==> src/rtl/i2c_idx_pkg.sv <==
package i2c_idx_pkg;

   typedef enum logic [2:0] {
      ST_IDLE,
      ST_ADDR,
      ST_AACK,
      ST_WR,
      ST_WACK,
      ST_RD,
      ST_RACK,
      ST_IGN
   } i2c_st_e;

   localparam int unsigned ADDR_BITS = 7;

endpackage

==> src/rtl/i2c_idx_sync.sv <==
module i2c_idx_sync #(
   parameter int unsigned STAGES = 2
) (
   input  logic clk_i,
   input  logic rst_ni,
   input  logic scl_i,
   input  logic sda_i,
   output logic scl_o,
   output logic sda_o,
   output logic scl_rise_o,
   output logic scl_fall_o,
   output logic start_o,
   output logic stop_o
);

   if (STAGES < 2) begin : g_bad_stages
      $error("i2c_idx_sync: STAGES must be at least 2");
   end

   logic [STAGES-1:0] scl_pipe;
   logic [STAGES-1:0] sda_pipe;
   logic              scl_q;
   logic              sda_q;

   always_ff @(posedge clk_i) begin
      if (!rst_ni) begin
         scl_pipe <= '1;
         sda_pipe <= '1;
         scl_q    <= 1'b1;
         sda_q    <= 1'b1;
      end else begin
         scl_pipe <= {scl_pipe[STAGES-2:0], scl_i};
         sda_pipe <= {sda_pipe[STAGES-2:0], sda_i};
         scl_q    <= scl_pipe[STAGES-1];
         sda_q    <= sda_pipe[STAGES-1];
      end
   end

   assign scl_o      = scl_pipe[STAGES-1];
   assign sda_o      = sda_pipe[STAGES-1];
   assign scl_rise_o = ~scl_q & scl_o;
   assign scl_fall_o = scl_q & ~scl_o;
   assign start_o    = scl_q & scl_o & sda_q & ~sda_o;
   assign stop_o     = scl_q & scl_o & ~sda_q & sda_o;

endmodule

==> src/rtl/i2c_idx_bank.sv <==
module i2c_idx_bank #(
   parameter int unsigned DW    = 8,
   parameter int unsigned N_RW  = 8,
   parameter int unsigned N_RO  = 3,
   parameter int unsigned IDX_W = 8
) (
   input  logic                 clk_i,
   input  logic                 rst_ni,
   input  logic                 wr_en_i,
   input  logic [IDX_W-1:0]     wr_idx_i,
   input  logic [DW-1:0]        wr_data_i,
   input  logic [IDX_W-1:0]     rd_idx_i,
   input  logic [N_RO*DW-1:0]   stat_i,
   output logic [DW-1:0]        wo_q_o,
   output logic [N_RW*DW-1:0]   rw_q_o,
   output logic [DW-1:0]        rd_data_o
);

   localparam int unsigned RO_LO = 1 + N_RW;

   always_ff @(posedge clk_i) begin
      if (!rst_ni) begin
         wo_q_o <= '0;
      end else if (wr_en_i && wr_idx_i == IDX_W'(0)) begin
         wo_q_o <= wr_data_i;
      end
   end

   for (genvar g = 0; g < N_RW; g++) begin : g_rw
      always_ff @(posedge clk_i) begin
         if (!rst_ni) begin
            rw_q_o[g*DW +: DW] <= '0;
         end else if (wr_en_i && wr_idx_i == IDX_W'(g + 1)) begin
            rw_q_o[g*DW +: DW] <= wr_data_i;
         end
      end
   end

   always_comb begin
      rd_data_o = '0;
      for (int i = 0; i < N_RW; i++) begin
         if (rd_idx_i == IDX_W'(i + 1)) rd_data_o = rw_q_o[i*DW +: DW];
      end
      for (int j = 0; j < N_RO; j++) begin
         if (rd_idx_i == IDX_W'(RO_LO + j)) rd_data_o = stat_i[j*DW +: DW];
      end
   end

endmodule

==> src/rtl/i2c_idx_fsm.sv <==
module i2c_idx_fsm
   import i2c_idx_pkg::*;
#(
   parameter int unsigned DW        = 8,
   parameter int unsigned IDX_W     = 8,
   parameter logic [6:0]  BASE_ADDR = 7'h26
) (
   input  logic               clk_i,
   input  logic               rst_ni,
   input  logic               sda_s_i,
   input  logic               scl_rise_i,
   input  logic               scl_fall_i,
   input  logic               start_i,
   input  logic               stop_i,
   input  logic               strap_i,
   input  logic [DW-1:0]      rd_data_i,
   output logic               sda_oe_o,
   output logic               wr_en_o,
   output logic [IDX_W-1:0]   wr_idx_o,
   output logic [DW-1:0]      wr_data_o,
   output logic [IDX_W-1:0]   idx_o
);

   localparam int unsigned CNT_W = $clog2(DW + 1);
   localparam logic [CNT_W-1:0] CNT_FULL = CNT_W'(DW);
   localparam logic [CNT_W-1:0] CNT_LAST = CNT_W'(DW - 1);

   i2c_st_e            st;
   logic [DW-1:0]      sh;
   logic [DW-1:0]      tx;
   logic [CNT_W-1:0]   cnt;
   logic [IDX_W-1:0]   idx;
   logic               first;
   logic               rw;
   logic [ADDR_BITS-1:0] my_addr;

   assign my_addr = {BASE_ADDR[ADDR_BITS-1:1], strap_i};
   assign idx_o   = idx;

   always_ff @(posedge clk_i) begin
      if (!rst_ni) begin
         st        <= ST_IDLE;
         sh        <= '0;
         tx        <= '0;
         cnt       <= '0;
         idx       <= '0;
         first     <= 1'b0;
         rw        <= 1'b0;
         sda_oe_o  <= 1'b0;
         wr_en_o   <= 1'b0;
         wr_idx_o  <= '0;
         wr_data_o <= '0;
      end else begin
         wr_en_o <= 1'b0;
         if (start_i) begin
            st       <= ST_ADDR;
            cnt      <= '0;
            sda_oe_o <= 1'b0;
         end else if (stop_i) begin
            st       <= ST_IDLE;
            sda_oe_o <= 1'b0;
         end else begin
            case (st)
               ST_ADDR: begin
                  if (scl_rise_i && cnt != CNT_FULL) begin
                     sh  <= {sh[DW-2:0], sda_s_i};
                     cnt <= cnt + 1'b1;
                  end else if (scl_fall_i && cnt == CNT_FULL) begin
                     if (sh[DW-1:1] == my_addr) begin
                        sda_oe_o <= 1'b1;
                        rw       <= sh[0];
                        first    <= 1'b1;
                        st       <= ST_AACK;
                     end else begin
                        st <= ST_IGN;
                     end
                  end
               end
               ST_AACK: begin
                  if (scl_fall_i) begin
                     cnt <= '0;
                     if (rw) begin
                        tx       <= rd_data_i;
                        sda_oe_o <= ~rd_data_i[DW-1];
                        st       <= ST_RD;
                     end else begin
                        sda_oe_o <= 1'b0;
                        st       <= ST_WR;
                     end
                  end
               end
               ST_WR: begin
                  if (scl_rise_i && cnt != CNT_FULL) begin
                     sh  <= {sh[DW-2:0], sda_s_i};
                     cnt <= cnt + 1'b1;
                  end else if (scl_fall_i && cnt == CNT_FULL) begin
                     sda_oe_o <= 1'b1;
                     st       <= ST_WACK;
                     if (first) begin
                        idx   <= IDX_W'(sh);
                        first <= 1'b0;
                     end else begin
                        wr_en_o   <= 1'b1;
                        wr_idx_o  <= idx;
                        wr_data_o <= sh;
                        idx       <= idx + 1'b1;
                     end
                  end
               end
               ST_WACK: begin
                  if (scl_fall_i) begin
                     sda_oe_o <= 1'b0;
                     cnt      <= '0;
                     st       <= ST_WR;
                  end
               end
               ST_RD: begin
                  if (scl_fall_i) begin
                     if (cnt == CNT_LAST) begin
                        sda_oe_o <= 1'b0;
                        idx      <= idx + 1'b1;
                        st       <= ST_RACK;
                     end else begin
                        tx       <= {tx[DW-2:0], 1'b0};
                        sda_oe_o <= ~tx[DW-2];
                        cnt      <= cnt + 1'b1;
                     end
                  end
               end
               ST_RACK: begin
                  if (scl_rise_i && sda_s_i) begin
                     st <= ST_IGN;
                  end else if (scl_fall_i) begin
                     tx       <= rd_data_i;
                     sda_oe_o <= ~rd_data_i[DW-1];
                     cnt      <= '0;
                     st       <= ST_RD;
                  end
               end
               default: ;
            endcase
         end
      end
   end

endmodule

==> src/rtl/i2c_idx_regs.sv <==
module i2c_idx_regs #(
   parameter int unsigned DW          = 8,
   parameter int unsigned N_RW        = 8,
   parameter int unsigned N_RO        = 3,
   parameter int unsigned IDX_W       = 8,
   parameter int unsigned SYNC_STAGES = 2,
   parameter logic [6:0]  BASE_ADDR   = 7'h26
) (
   input  logic                 clk_i,
   input  logic                 rst_ni,
   input  logic                 scl_i,
   input  logic                 sda_i,
   input  logic                 strap_i,
   output logic                 sda_oe_o,
   output logic [DW-1:0]        wo_q_o,
   output logic [N_RW*DW-1:0]   rw_q_o,
   input  logic [N_RO*DW-1:0]   stat_i
);

   localparam int unsigned N_REG = 1 + N_RW + N_RO;

   if (DW != i2c_idx_pkg::ADDR_BITS + 1) begin : g_bad_dw
      $error("i2c_idx_regs: DW must equal address width plus one");
   end
   if ((1 << IDX_W) <= N_REG) begin : g_bad_idx
      $error("i2c_idx_regs: IDX_W too narrow for the register count");
   end
   if (BASE_ADDR[0] != 1'b0) begin : g_bad_base
      $error("i2c_idx_regs: BASE_ADDR bit 0 is taken by the strap");
   end

   logic             scl_s;
   logic             sda_s;
   logic             scl_rise;
   logic             scl_fall;
   logic             start_det;
   logic             stop_det;
   logic             wr_en;
   logic [IDX_W-1:0] wr_idx;
   logic [DW-1:0]    wr_data;
   logic [IDX_W-1:0] cur_idx;
   logic [DW-1:0]    rd_data;

   i2c_idx_sync #(.STAGES(SYNC_STAGES)) u_sync (
      .clk_i      (clk_i),
      .rst_ni     (rst_ni),
      .scl_i      (scl_i),
      .sda_i      (sda_i),
      .scl_o      (scl_s),
      .sda_o      (sda_s),
      .scl_rise_o (scl_rise),
      .scl_fall_o (scl_fall),
      .start_o    (start_det),
      .stop_o     (stop_det)
   );

   i2c_idx_fsm #(.DW(DW), .IDX_W(IDX_W), .BASE_ADDR(BASE_ADDR)) u_fsm (
      .clk_i      (clk_i),
      .rst_ni     (rst_ni),
      .sda_s_i    (sda_s),
      .scl_rise_i (scl_rise),
      .scl_fall_i (scl_fall),
      .start_i    (start_det),
      .stop_i     (stop_det),
      .strap_i    (strap_i),
      .rd_data_i  (rd_data),
      .sda_oe_o   (sda_oe_o),
      .wr_en_o    (wr_en),
      .wr_idx_o   (wr_idx),
      .wr_data_o  (wr_data),
      .idx_o      (cur_idx)
   );

   i2c_idx_bank #(.DW(DW), .N_RW(N_RW), .N_RO(N_RO), .IDX_W(IDX_W)) u_bank (
      .clk_i     (clk_i),
      .rst_ni    (rst_ni),
      .wr_en_i   (wr_en),
      .wr_idx_i  (wr_idx),
      .wr_data_i (wr_data),
      .rd_idx_i  (cur_idx),
      .stat_i    (stat_i),
      .wo_q_o    (wo_q_o),
      .rw_q_o    (rw_q_o),
      .rd_data_o (rd_data)
   );

endmodule

==> config.mk <==
export PLATFORM = sky130hd
export DESIGN_NAME = i2c_idx_regs
export DESIGN_NICKNAME = d
export VERILOG_FILES = /design/src/rtl/i2c_idx_pkg.sv /design/src/rtl/i2c_idx_sync.sv /design/src/rtl/i2c_idx_bank.sv /design/src/rtl/i2c_idx_fsm.sv /design/src/rtl/i2c_idx_regs.sv
export SDC_FILE = /design/constraint.sdc
export NUM_CORES = 1
export LEC_CHECK = 0
export BUFFER_PORTS_ARGS = -buffer_cell sky130_fd_sc_hd__buf_2
export CORE_UTILIZATION = 30
export CTS_CLUSTER_SIZE = 16
export DETAILED_ROUTE_END_ITERATION = 10
export SLEW_MARGIN = 40
export SYNTH_ARGS = -nofsm -noshare
export SYNTH_HDL_FRONTEND = slang
export SYNTH_SLANG_ARGS = --single-unit
==> constraint.sdc <==
create_clock -name clk_i -period 2.5 [get_ports clk_i]
set_clock_uncertainty 0.15 [all_clocks]
set_input_delay 0.5 -clock clk_i [delete_from_list [all_inputs] [get_ports clk_i]]
set_output_delay 0.5 -clock clk_i [all_outputs]
set_load 0.01 [all_outputs]
# Word level (Yosys, flattened, before mapping)

Index checks and enable logic that the tools add are counted.

Bitwise logic cells: 20
Reduce and logical (&&, ||, !) cells: 34
Equal/unequal tests: 53
Mux-type cells: 62
Add/sub/neg operators: 2

Operators by type and width:

| cell                  | count |
|---|---|
| $mux W8               | 16 |
| $eq A8 B3 Y1 const B  | 8 |
| $mux W7               | 6 |
| $eq A8 B4 Y1 const B  | 5 |
| $mux W3               | 12 |
| $eq A8 B2 Y1 const B  | 4 |
| $ne A4 B3 Y1 const B  | 6 |
| $pmux W7 S3           | 1 |
| $mux W4               | 5 |
| $ne A2 B1 Y1 const B  | 10 |
| $reduce_and A10 Y1    | 2 |
| $pmux W3 S6           | 1 |
| $reduce_and A6 Y1     | 3 |
| $mux W1               | 17 |
| $eq A8 B1 Y1 const B  | 2 |
| $pmux W4 S4           | 1 |
| $pmux W8 S2           | 1 |
| $not A1 Y1            | 13 |
| $logic_and A1 B1 Y1   | 12 |
| $ne A4 B4 Y1 const B  | 3 |
| $reduce_and A11 Y1    | 1 |
| $eq A3 B3 Y1 const B  | 3 |
| $reduce_and A9 Y1     | 1 |
| $add A8 B1 Y8 const B | 1 |
| other kinds (24)      | 37 |

Flip-flop bits (word level): 128
Output and inout port bits: 73

# Logic depth before layout (Yosys ltp)

Gate-level depths: netlist (run 1).

Word-level depth: 16
Gate-level depth with buffers: 9
Gate-level depth less buffers: 7

# Modules after synthesis

From an unflattened synthesis (run 1), not the netlist that was laid out.

Cells, all modules: 680
Area, all modules: 6,636.4 um^2

Modules (own cells, without submodules):

| module       | times used | area an instance (um^2) | cells each |
|---|---|---|---|
| i2c_idx_bank | 1          | 3,792.4                 | 371 |
| i2c_idx_fsm  | 1          | 2,653.8                 | 293 |
| i2c_idx_sync | 1          | 190.2                   | 16 |

# Worst setup path before layout (run 1)

No wires, ideal clock.

Kind: register -> register
Start: register u_fsm.idx[0] (netlist: u_fsm.idx_o[0])
End: register u_fsm.tx[4]
Required time: 2.225 ns
Library setup time: 0.125 ns
Buffers on the path: 1
Setup slack: 0.364 ns
Arrival time: 1.861 ns
Clock period less this slack: 2.136 ns
Stages on the path, launching flop included: 9
Path through: dfxtp_1 inv_1 ha_1 clkbuf_1 or3b_2 o32ai_1 o21ai_0 o211ai_1 a21oi_1

Word-level cells in the longest chain between the ends: 15

Ends and longest elaborated chain:

| element                    | line                                  | source |
|---|---|---|
| from (decl)                | i2c_idx_fsm.sv:32                     | `logic [IDX_W-1:0] idx;` |
| from (signal assigned)     | i2c_idx_fsm.sv:100                    | `idx <= IDX_W'(sh);` |
| from (signal assigned)     | i2c_idx_fsm.sv:106                    | `idx <= idx + 1'b1;` |
| from (signal assigned)     | i2c_idx_fsm.sv:121                    | `idx <= idx + 1'b1;` |
| $eq A8 B1 Y1               | i2c_idx_bank.sv:42                    | `if (rd_idx_i == IDX_W'(i + 1)) rd_data_o = rw_q_o[i*DW +: DW];` |
| $mux W8 (8 in series)      | i2c_idx_bank.sv:42                    |  |
| $mux W8 (2 in series)      | i2c_idx_bank.sv:45                    | `if (rd_idx_i == IDX_W'(RO_LO + j)) rd_data_o = stat_i[j*DW +: DW];` |
| $mux W8 (*)                | i2c_idx_bank.sv:45                    |  |
| $mux W7 (on tied branches) | i2c_idx_fsm.sv:133, i2c_idx_fsm.sv:82 |  |
| $mux W7 (on tied branches) | i2c_idx_fsm.sv:131, i2c_idx_fsm.sv:80 |  |
| $pmux W7 S3 (*)            | i2c_idx_fsm.sv:63                     | `case (st)` |
| to (signal assigned)       | i2c_idx_fsm.sv:83                     | `tx <= rd_data_i;` |
| to (signal assigned)       | i2c_idx_fsm.sv:124                    | `tx <= {tx[DW-2:0], 1'b0};` |
| to (signal assigned)       | i2c_idx_fsm.sv:134                    | `tx <= rd_data_i;` |
| to (decl)                  | i2c_idx_fsm.sv:30                     | `logic [DW-1:0] tx;` |

Every way passes the cells marked *; elsewhere a longest branch is shown, timed or not. The select of a mux whose other input is x is not followed.
A chain may end at the register's enable or synchronous reset.

# Worst setup path after layout (run 1)

Start: register u_fsm.st[2]
End: register u_fsm.cnt[3]

Word-level cells in the longest chain between the ends: 4

Ends and longest elaborated chain:

| element                                                             | line               | source |
|---|---|---|
| from (decl)                                                         | i2c_idx_fsm.sv:28  | `i2c_st_e st;` |
| from (signal assigned)                                              | i2c_idx_fsm.sv:42  | `st <= ST_IDLE;` |
| from (signal assigned)                                              | i2c_idx_fsm.sv:56  | `st <= ST_ADDR;` |
| from (signal assigned)                                              | i2c_idx_fsm.sv:60  | `st <= ST_IDLE;` |
| $eq A3 B1 Y1, or another cell as far along                          | i2c_idx_fsm.sv:63  |  |
| $reduce_or A2 Y1 (no source line)                                   | -                  |  |
| $ne A2 B1 Y1 (no source line) or $reduce_bool A4 Y1 (tied branches) | -                  |  |
| $reduce_and A6 Y1 (no source line)                                  | -                  |  |
| to (signal assigned)                                                | i2c_idx_fsm.sv:67  | `cnt <= cnt + 1'b1;` |
| to (signal assigned)                                                | i2c_idx_fsm.sv:95  | `cnt <= cnt + 1'b1;` |
| to (signal assigned)                                                | i2c_idx_fsm.sv:126 | `cnt <= cnt + 1'b1;` |
| to (decl)                                                           | i2c_idx_fsm.sv:31  | `logic [CNT_W-1:0] cnt;` |

Parallel ways exist; a longest one is shown, timed or not.

==> summary.txt, run 1 <==
initial antenna violation count - 0
RSZ-0062 raised after global routing - false
outcome - finished clean
Crit Reg-Reg Endpoint - u_fsm.cnt[3]
total wire length - 22300 um
die height - 149 um
P_sw - 1030 uW
Core Region - 21100 sq um
max incr delay on CP - 630 ps
Synth Register Bits - 128
Util after Layout - 37.5%
Post-CTS Setup Bufs - 0
setup slack, reg-to-reg - 140 ps
Pint - 3500 uW
Nets - 955
WL/cell - 18.4 um
leading area contributor after synthesis - dfxtp_1
endpoint class of the critical path - register
syn_nets - 863
clock power share - 52.4%
Crit Path Max Fanout - 13
Hold EP - u_sync.scl_pipe[0]
met2 Use GR - 28.7%
share of cells above drive strength 1 - 20.6%
antenna fix cells - 0
ranking of synthesized cells by area - dfxtp_1, nand2_1, a21oi_1, mux2i_1, nor2_1
top_reg_cell synth - dfxtp_1
synthesized area per cell - 7.83 sq um
hold path cells - 2
Die Wd - 149 um
period utilisation layout - 94.4%
grt peak-use layer - met1
Yosys top cell area share - 39.5%
latest clock arrival within the worst-skew pair - 420 ps
met3 Track Usage GR - 5.47%
CTS buffer count - 17
Cell variety after synth - 75
Total GRT Usage - 20.1%
Max Clock Freq - 424 MHz
Worst Tran Pin Value - 677 ps
Slew headroom - 54.8%
final antenna-violating net count - 0
number of flops mapped to enable cells by yosys - 0
met1 Use GR - 29.2%
critical path class - reg -> reg
number of port buffers - 101
Leakage - 0.00320 uW
std cell rows - 53
count of pins over their slew limit - 0
Worst Path Required - 2710 ps
DRT iter0 DRCs - 552
sw frac - 22.7%
critical path data arrival time - 2570 ps
Longest Clk Path Bufs - 2
vias - 6588
Netlist Area Pre-Place - 6490 sq um
Worst VDD drop - 0.416 mV
routed vias/inst - 5.45
Root Driver - clkbuf_16
Hold Fails Final Rpt - 0
Resize count post-CTS - 0
Max Cap Violations - 0
DRC violations left - 0
Sink Count - 128
Clk pin slew, worst setup/hold paths - 60 ps
CTS H-tree depth - 4
initial core utilization - 30.8%
ys async rst share - 0%
Yosys warnings - 0
worst min-delay path class - in -> reg
Setup Viol. Count Final - 0
first-pass GRT wire length - 34200 um
Fin Setup TNS - 0 ps
Post-Syn Instances - 828
min cycle time layout - 2360 ps
global route overflow - 0
R2R depth - 5
vias in the first global route - 5926
RD Place Congestion - 0.952
Area Overhead vs Synth - 22.0%
Pwr Density - 572 nW/um^2
min-delay src - scl_i
Top Ports - 102
largest net degree at the start of global routing - 107
Setup WS post-layout - 139 ps
Initial DRT Pass Iterations - 7
Slowest-stage cell, CP - dfxtp_1
hold buffers post-CTS - 0
DP Wirelength - 15900 um
register area share after synthesis - 39.5%
Startpoint Class - register
pre-CTS WS - 209 ps
Logic pwr share - 2.3%
Die ar. - 22200 sq um
Sequential Power Share - 45.3%
sequence of cells on the critical path - nor2_1, o32a_1, a22o_1, or4_1, a21oi_1
CTS tree - yes
reg-to-reg critical path startpoint - u_fsm.st[2]
==> layout make-up <==
| cell class | count | area (sq um) |
|---|---|---|
| Tap cell | 275 | 344 |
| Sequential cell | 128 | 2560 |
| Clock inverter | 12 | 110 |
| Fill cell | 2234 | 13200 |
| Inverter | 14 | 52.6 |
| Multi-Input combinational cell | 621 | 3590 |
| Clock buffer | 20 | 457 |
| Timing Repair Buffer | 138 | 796 |
==> kinds of logic after synthesis <==
kind of cell	Yosys count	synth area share [%]
buffers and inverters	79	5.17
flip-flops	128	39.5
AND/OR/NAND/NOR	357	26.4
AO/OA/AOI/OAI	209	20.3
multiplexers	46	7.12
XOR/XNOR	3	0.405
adder cells (fa/ha/maj)	6	1.16
==> worst max-delay path: cells and delay by family, from the launching register on <==
family	cells	cell delay [ps]
AND/OR/NAND/NOR	2	730
flip-flops	1	630
AO/OA/AOI/OAI	3	780
==> power by group through the flow <==
| stage | logic, uW | registers, uW | clock network, uW |
|---|---|---|---|
| 6_report | 102 | 2050 | 2370 |
| 3_3_place_gp | 101 | 2100 | 0 |
| 3_5_place_dp | 101 | 2100 | 0 |
| 4_1_cts | 102 | 2050 | 2410 |
| 5_1_grt | 111 | 2050 | 2500 |
| 2_1_floorplan | 57.7 | 2090 | 0 |
==> worst max path at each step <==
| stage | start | endpoint | slack (ps) | depth (start not counted) |
|---|---|---|---|---|
| after floorplan | u_fsm.idx_o[0] | u_fsm.tx[4] | 360 | 8 |
| after CTS | u_fsm.st[2] | u_fsm.cnt[3] | 180 | 5 |
| final | u_fsm.st[2] | u_fsm.cnt[3] | 140 | 5 |
| after global placement | u_fsm.idx_o[0] | u_fsm.tx[4] | 230 | 7 |
| after global routing | u_fsm.st[2] | u_fsm.cnt[3] | 40 | 5 |
| after detailed placement | u_fsm.idx_o[0] | u_fsm.tx[4] | 210 | 7 |
==> metrics by stage <==
step	power, uW	hold WS (ps)	cell area, sq um	cells
2_1_floorplan	2150	236	6490	828
3_3_place_gp	2200	257	7340	1176
3_5_place_dp	2200	244	7340	1176
4_1_cts	4560	98.0	7910	1208
5_1_grt	4670	114	7910	1208
6_report	4530	108	7910	1208
==> state kept, by name, indices dropped and copies added, names as in the netlist <==
name and cells:
u_sync.sda_q 1, u_fsm.st 3, u_bank.rw_q_o 64, u_fsm.sh 8, u_fsm.cnt 4, u_fsm.rw 1
u_fsm.sda_oe_o 1, u_bank.wo_q_o 8, u_fsm.wr_data_o 8, u_fsm.tx 7, u_fsm.first 1, u_sync.scl_q 1
u_fsm.wr_en_o 1, u_sync.sda_pipe 2, u_fsm.idx_o 8, u_sync.scl_pipe 2, u_fsm.wr_idx_o 8
==> cells in the final DEF (no fill, tap or decap), types with 6 or more instances in the layout <==
cell         n
o211ai_1    10
nand3b_1     8
a21oi_1     94
o22ai_1     10
nand2_1    164
dfxtp_1    127
nand3_1     20
a211oi_1    11
mux2i_1     45
clkbuf_16   17
nor2b_1     12
inv_1       13
nor4_1       6
buf_2      101
buf_4       36
a31oi_1      8
o21ai_0     26
ha_1         6
and3_1       6
nor2_1      65
nand2b_1    16
nor3_1      13
and2_1       7
==> Yosys cell counts (3+ instances only) <==
| library cell | count |
|---|---|
| nand3_1 | 20 |
| o211ai_1 | 10 |
| a21oi_1 | 94 |
| nor3_1 | 13 |
| nand2_1 | 164 |
| buf_2 | 7 |
| a32oi_1 | 3 |
| a31oi_1 | 8 |
| clkbuf_1 | 49 |
| o31ai_1 | 4 |
| a211oi_1 | 11 |
| or3_1 | 5 |
| a221oi_1 | 5 |
| buf_1 | 4 |
| or2_2 | 4 |
| a22oi_1 | 5 |
| o22ai_1 | 10 |
| nor4_1 | 6 |
| o32ai_1 | 4 |
| nand4_1 | 5 |
| ha_1 | 6 |
| buf_6 | 3 |
| and2_1 | 7 |
| nor2b_1 | 12 |
| dfxtp_1 | 128 |
| nor2_1 | 65 |
| mux2i_1 | 45 |
| o211a_1 | 3 |
| or3b_2 | 3 |
| and3_1 | 6 |
| nand2b_1 | 16 |
| o21ai_0 | 26 |
| inv_1 | 13 |
| nand3b_1 | 8 |
==> metal layers <==
layer  vias up  wire length, um
met5         -                0
met4         0              370
met3        30             2060
met2       303             9380
met1      3134            10500
li1       3121                -
No activity file was read; power rests on OpenSTA's default activity.
==> inputs of run 2 (changes only) <==
- MAX_ROUTING_LAYER: default -> met4
==> summary.txt, run 2 (synthesized netlist as in run 1, its figures left out) <==
Core Region - 21100 sq um
Hold Fails Final Rpt - 0
Leakage - 0.00321 uW
Crit Path Max Fanout - 13
latest clock arrival within the worst-skew pair - 420 ps
critical path data arrival time - 2490 ps
max reg flops - 64
Power, Total - 4530 uW
global route overflow - 0
largest net degree at the start of global routing - 107
Worst VDD drop - 0.350 mV
critical path class - reg -> reg
Total GRT Usage - 21.5%
min cycle time layout - 2280 ps
share of cells above drive strength 1 - 20.7%
hold buffers post-CTS - 0
Setup Viol. Count Final - 0
RD Place Congestion - 0.992
Fin Setup TNS - 0 ps
Pwr Density - 572 nW/um^2
number of port buffers - 101
largest register by flop count - u_bank.rw_q_o
Post-CTS Setup Bufs - 0
Initial DRT Pass Iterations - 5
routed vias/inst - 5.44
first-pass GRT wire length - 35200 um
final antenna-violating net count - 0
Max Cap Violations - 0
RSZ-0062 raised after global routing - false
endpoint class of the critical path - register
Nets - 958
vias in the first global route - 6047
Worst Path Required - 2710 ps
period utilisation layout - 91.1%
total wire length - 22700 um
Startpoint Class - register
DP Wirelength - 16300 um
CTS tree - yes
Top Ports - 102
layout filler cell count - 2256
Resize count post-CTS - 0
die height - 149 um
Sink Count - 128
initial core utilization - 30.8%
CTS H-tree depth - 4
Longest Clk Path Bufs - 2
Die ar. - 22200 sq um
most frequent cells in the layout - nand2_1, dfxtp_1, buf_2
Clk pin slew, worst setup/hold paths - 60 ps
Slew headroom - 53.7%
antenna fix cells - 0
std cell rows - 53
WL/cell - 18.8 um
CTS buffer count - 17
DRT iter0 DRCs - 630
outcome - finished clean
Root Driver - clkbuf_16
Die Wd - 149 um
vias - 6593
count of pins over their slew limit - 0
worst min-delay path class - in -> reg
Worst Tran Pin Value - 694 ps
Area Overhead vs Synth - 22.2%
DRC violations left - 0
initial antenna violation count - 0
Max Clock Freq - 439 MHz
commonest non-fill, non-tap cell in the layout - nand2_1
-- run 2: cell count changes in the layout (fill, tap and decap cells not counted) --
cell,previous run,this run
dfxtp_2,1,0
clkbuf_8,2,0
inv_6,1,4
dfxtp_1,127,128
clkinvlp_4,1,2
clkinv_2,4,2
buf_4,36,39
-- run 2: final timing paths --
check,from,end,slack (ps),depth (start not counted)
worst max-delay path,u_fsm.st[2],u_fsm.cnt[3],220,5
worst min-delay path,sda_i,u_sync.sda_pipe[0],110,2
worst max register to register,u_fsm.st[2],u_fsm.cnt[3],220,5
worst min register to register,u_sync.sda_pipe[0],u_sync.sda_pipe[1],270,1
-- run 2: layout make-up --
cell class                 count  area (sq um)  area share (%)
sequential                   128          2560            32.3
multi-input combinational    621          3590            45.3
tap                          275           344            4.34
inverter                      14          52.6           0.663
clock inverter                14           134            1.69
timing repair buffer         141           818            10.3
clock buffer                  18           429            5.41
-- run 2: report_power, final --
part | switching, uW | internal (uW) | leakage [uW] | total (uW)
logic | 66.9 | 36.2 | 0.00191 | 103
clock network | 995 | 1380 | 0.000272 | 2380
registers | 8.67 | 2040 | 0.00103 | 2050
-- run 2: critical path, cell delays in order, from the launching register on --
cell,delay [ps]
dfxtp_1,600
nor2_1,190
o32a_1,310
a22o_1,310
or4_1,520
a21oi_1,140
-- run 2: per-layer routing --
metal,wire (um),part of all wire (%),vias up,track usage (%)
met5,0,0,-,-
met4,352,1.5,0,6.63
met3,1730,7.6,25,4.46
met2,9700,43,291,30.0
met1,10900,48,3155,30.5
li1,-,-,3122,-
-- run 2: through the flow --
step | setup WS, ps | cell area [sq um] | std cells | util, % | hold slack [ps]
floorplan | 364 | 6490 | 828 | - | 236
CTS | 233 | 7930 | 1211 | 37.6 | 107
finish | 222 | 7930 | 1211 | 37.6 | 114
detailed placement | 248 | 7370 | 1179 | 34.9 | 254
global placement | 247 | 7370 | 1179 | 34.9 | 255
global route | 61.4 | 7930 | 1211 | 37.6 | 106
==> inputs of run 3 (changes only) <==
- PLACE_DENSITY: default -> 0.57
- REMOVE_ABC_BUFFERS: default -> 1
==> summary.txt, run 3 (synthesized netlist as in run 1, its figures left out) <==
outcome - finished clean
std cell rows - 53
hold_ws - 114 ps
count of pins over their slew limit - 0
vias in the first global route - 5764
Clk pin slew, worst setup/hold paths - 60 ps
Max Cap Violations - 0
min cycle time layout - 2400 ps
hold path cells - 2
Max Clock Freq - 417 MHz
Core Region - 21100 sq um
Nets - 945
DP Wirelength - 15400 um
RSZ-0062 raised after global routing - false
Longest Clk Path Bufs - 2
Resize count post-CTS - 0
Layout Cells excl Fill - 1198
Worst Tran Pin Value - 766 ps
vias - 6433
initial core utilization - 30.8%
Hold Fails Final Rpt - 0
commonest non-fill, non-tap cell in the layout - nand2_1
share of cells above drive strength 1 - 19.5%
Worst VDD drop - 0.476 mV
DRC violations left - 0
largest net degree at the start of global routing - 107
Post-CTS Setup Bufs - 0
initial antenna violation count - 0
antenna fix cells - 0
Sink Count - 128
Die ar. - 22200 sq um
Crit path max-delay family - compound AO/OA/AOI/OAI gates
final antenna-violating net count - 0
critical path class - reg -> reg
sequence of cells on the critical path - inv_1, ha_1, nand3b_1, a211oi_1, a221o_1, o211ai_1, a21oi_1
most frequent cells in the layout - nand2_1, dfxtp_1, buf_2
max incr delay on CP - 630 ps
CTS buffer count - 17
hold buffers post-CTS - 0
die height - 149 um
Setup Viol. Count Final - 0
period utilisation layout - 96.0%
Top Ports - 102
Pwr Density - 584 nW/um^2
Total GRT Usage - 20.5%
placed cells - 1166
Fin Setup TNS - 0 ps
Leakage - 0.00315 uW
Startpoint Class - register
Worst path depth - 7
DRT iter0 DRCs - 605
first-pass GRT wire length - 33400 um
Slowest-stage cell, CP - ha_1
endpoint class of the critical path - register
CTS tree - yes
routed vias/inst - 5.37
number of port buffers - 101
Crit Path Max Fanout - 18
Worst Path Required - 2710 ps
critical path data arrival time - 2610 ps
worst min-delay path class - in -> reg
Die Wd - 149 um
largest register by flop count - u_bank.rw_q_o
CTS H-tree depth - 4
total wire length - 22300 um
Area Overhead vs Synth - 21.3%
WL/cell - 18.6 um
latest clock arrival within the worst-skew pair - 430 ps
RD Place Congestion - 0.949
Slew headroom - 48.9%
Initial DRT Pass Iterations - 5
Root Driver - clkbuf_16
CP bufs+invs - 1
R2R depth - 7
max reg flops - 64
global route overflow - 0
==> run 3: per-layer routing <==
metal	GRT usage (%)	wire (um)
met1	26.8	10300
met2	31.0	10000
met3	4.16	1540
met4	7.40	429
met5	-	0
==> run 3: per-stage QoR <==
stage               util [%]  total power [uW]  cell area (sq um)  worst slack, ps
finish                  37.3              4600               7870              101
global route            37.3              4720               7870             3.92
detailed placement      34.6              2200               7290              181
CTS                     37.3              4630               7870              153
floorplan                  -              2140               6200            -6.50
global placement        34.6              2200               7290              209
==> run 3: where the power goes <==
| group | internal [uW] | leakage, uW | switching [uW] |
|---|---|---|---|
| Combinational | 35.4 | 0.00185 | 63.5 |
| Sequential | 2040 | 0.00103 | 8.87 |
| Clock | 1420 | 0.000268 | 1030 |
==> run 3: worst paths after layout <==
kind | start | slack, ps | end
min reg2reg | u_sync.scl_pipe[0] | 260 | u_sync.scl_pipe[1]
min | sda_i | 110 | u_sync.sda_pipe[0]
max | u_fsm.idx_o[1] | 100 | u_fsm.tx[4]
max reg2reg | u_fsm.idx_o[1] | 100 | u_fsm.tx[4]
==> run 3: area by class of cell <==
type | instances | area, sq um
inverters | 14 | 52.6
multi-input cells | 621 | 3590
well taps | 275 | 344
repair buffers | 128 | 746
clock inverters | 12 | 126
clock buffers | 20 | 447
fillers | 2199 | 13200
flip-flops and latches | 128 | 2560
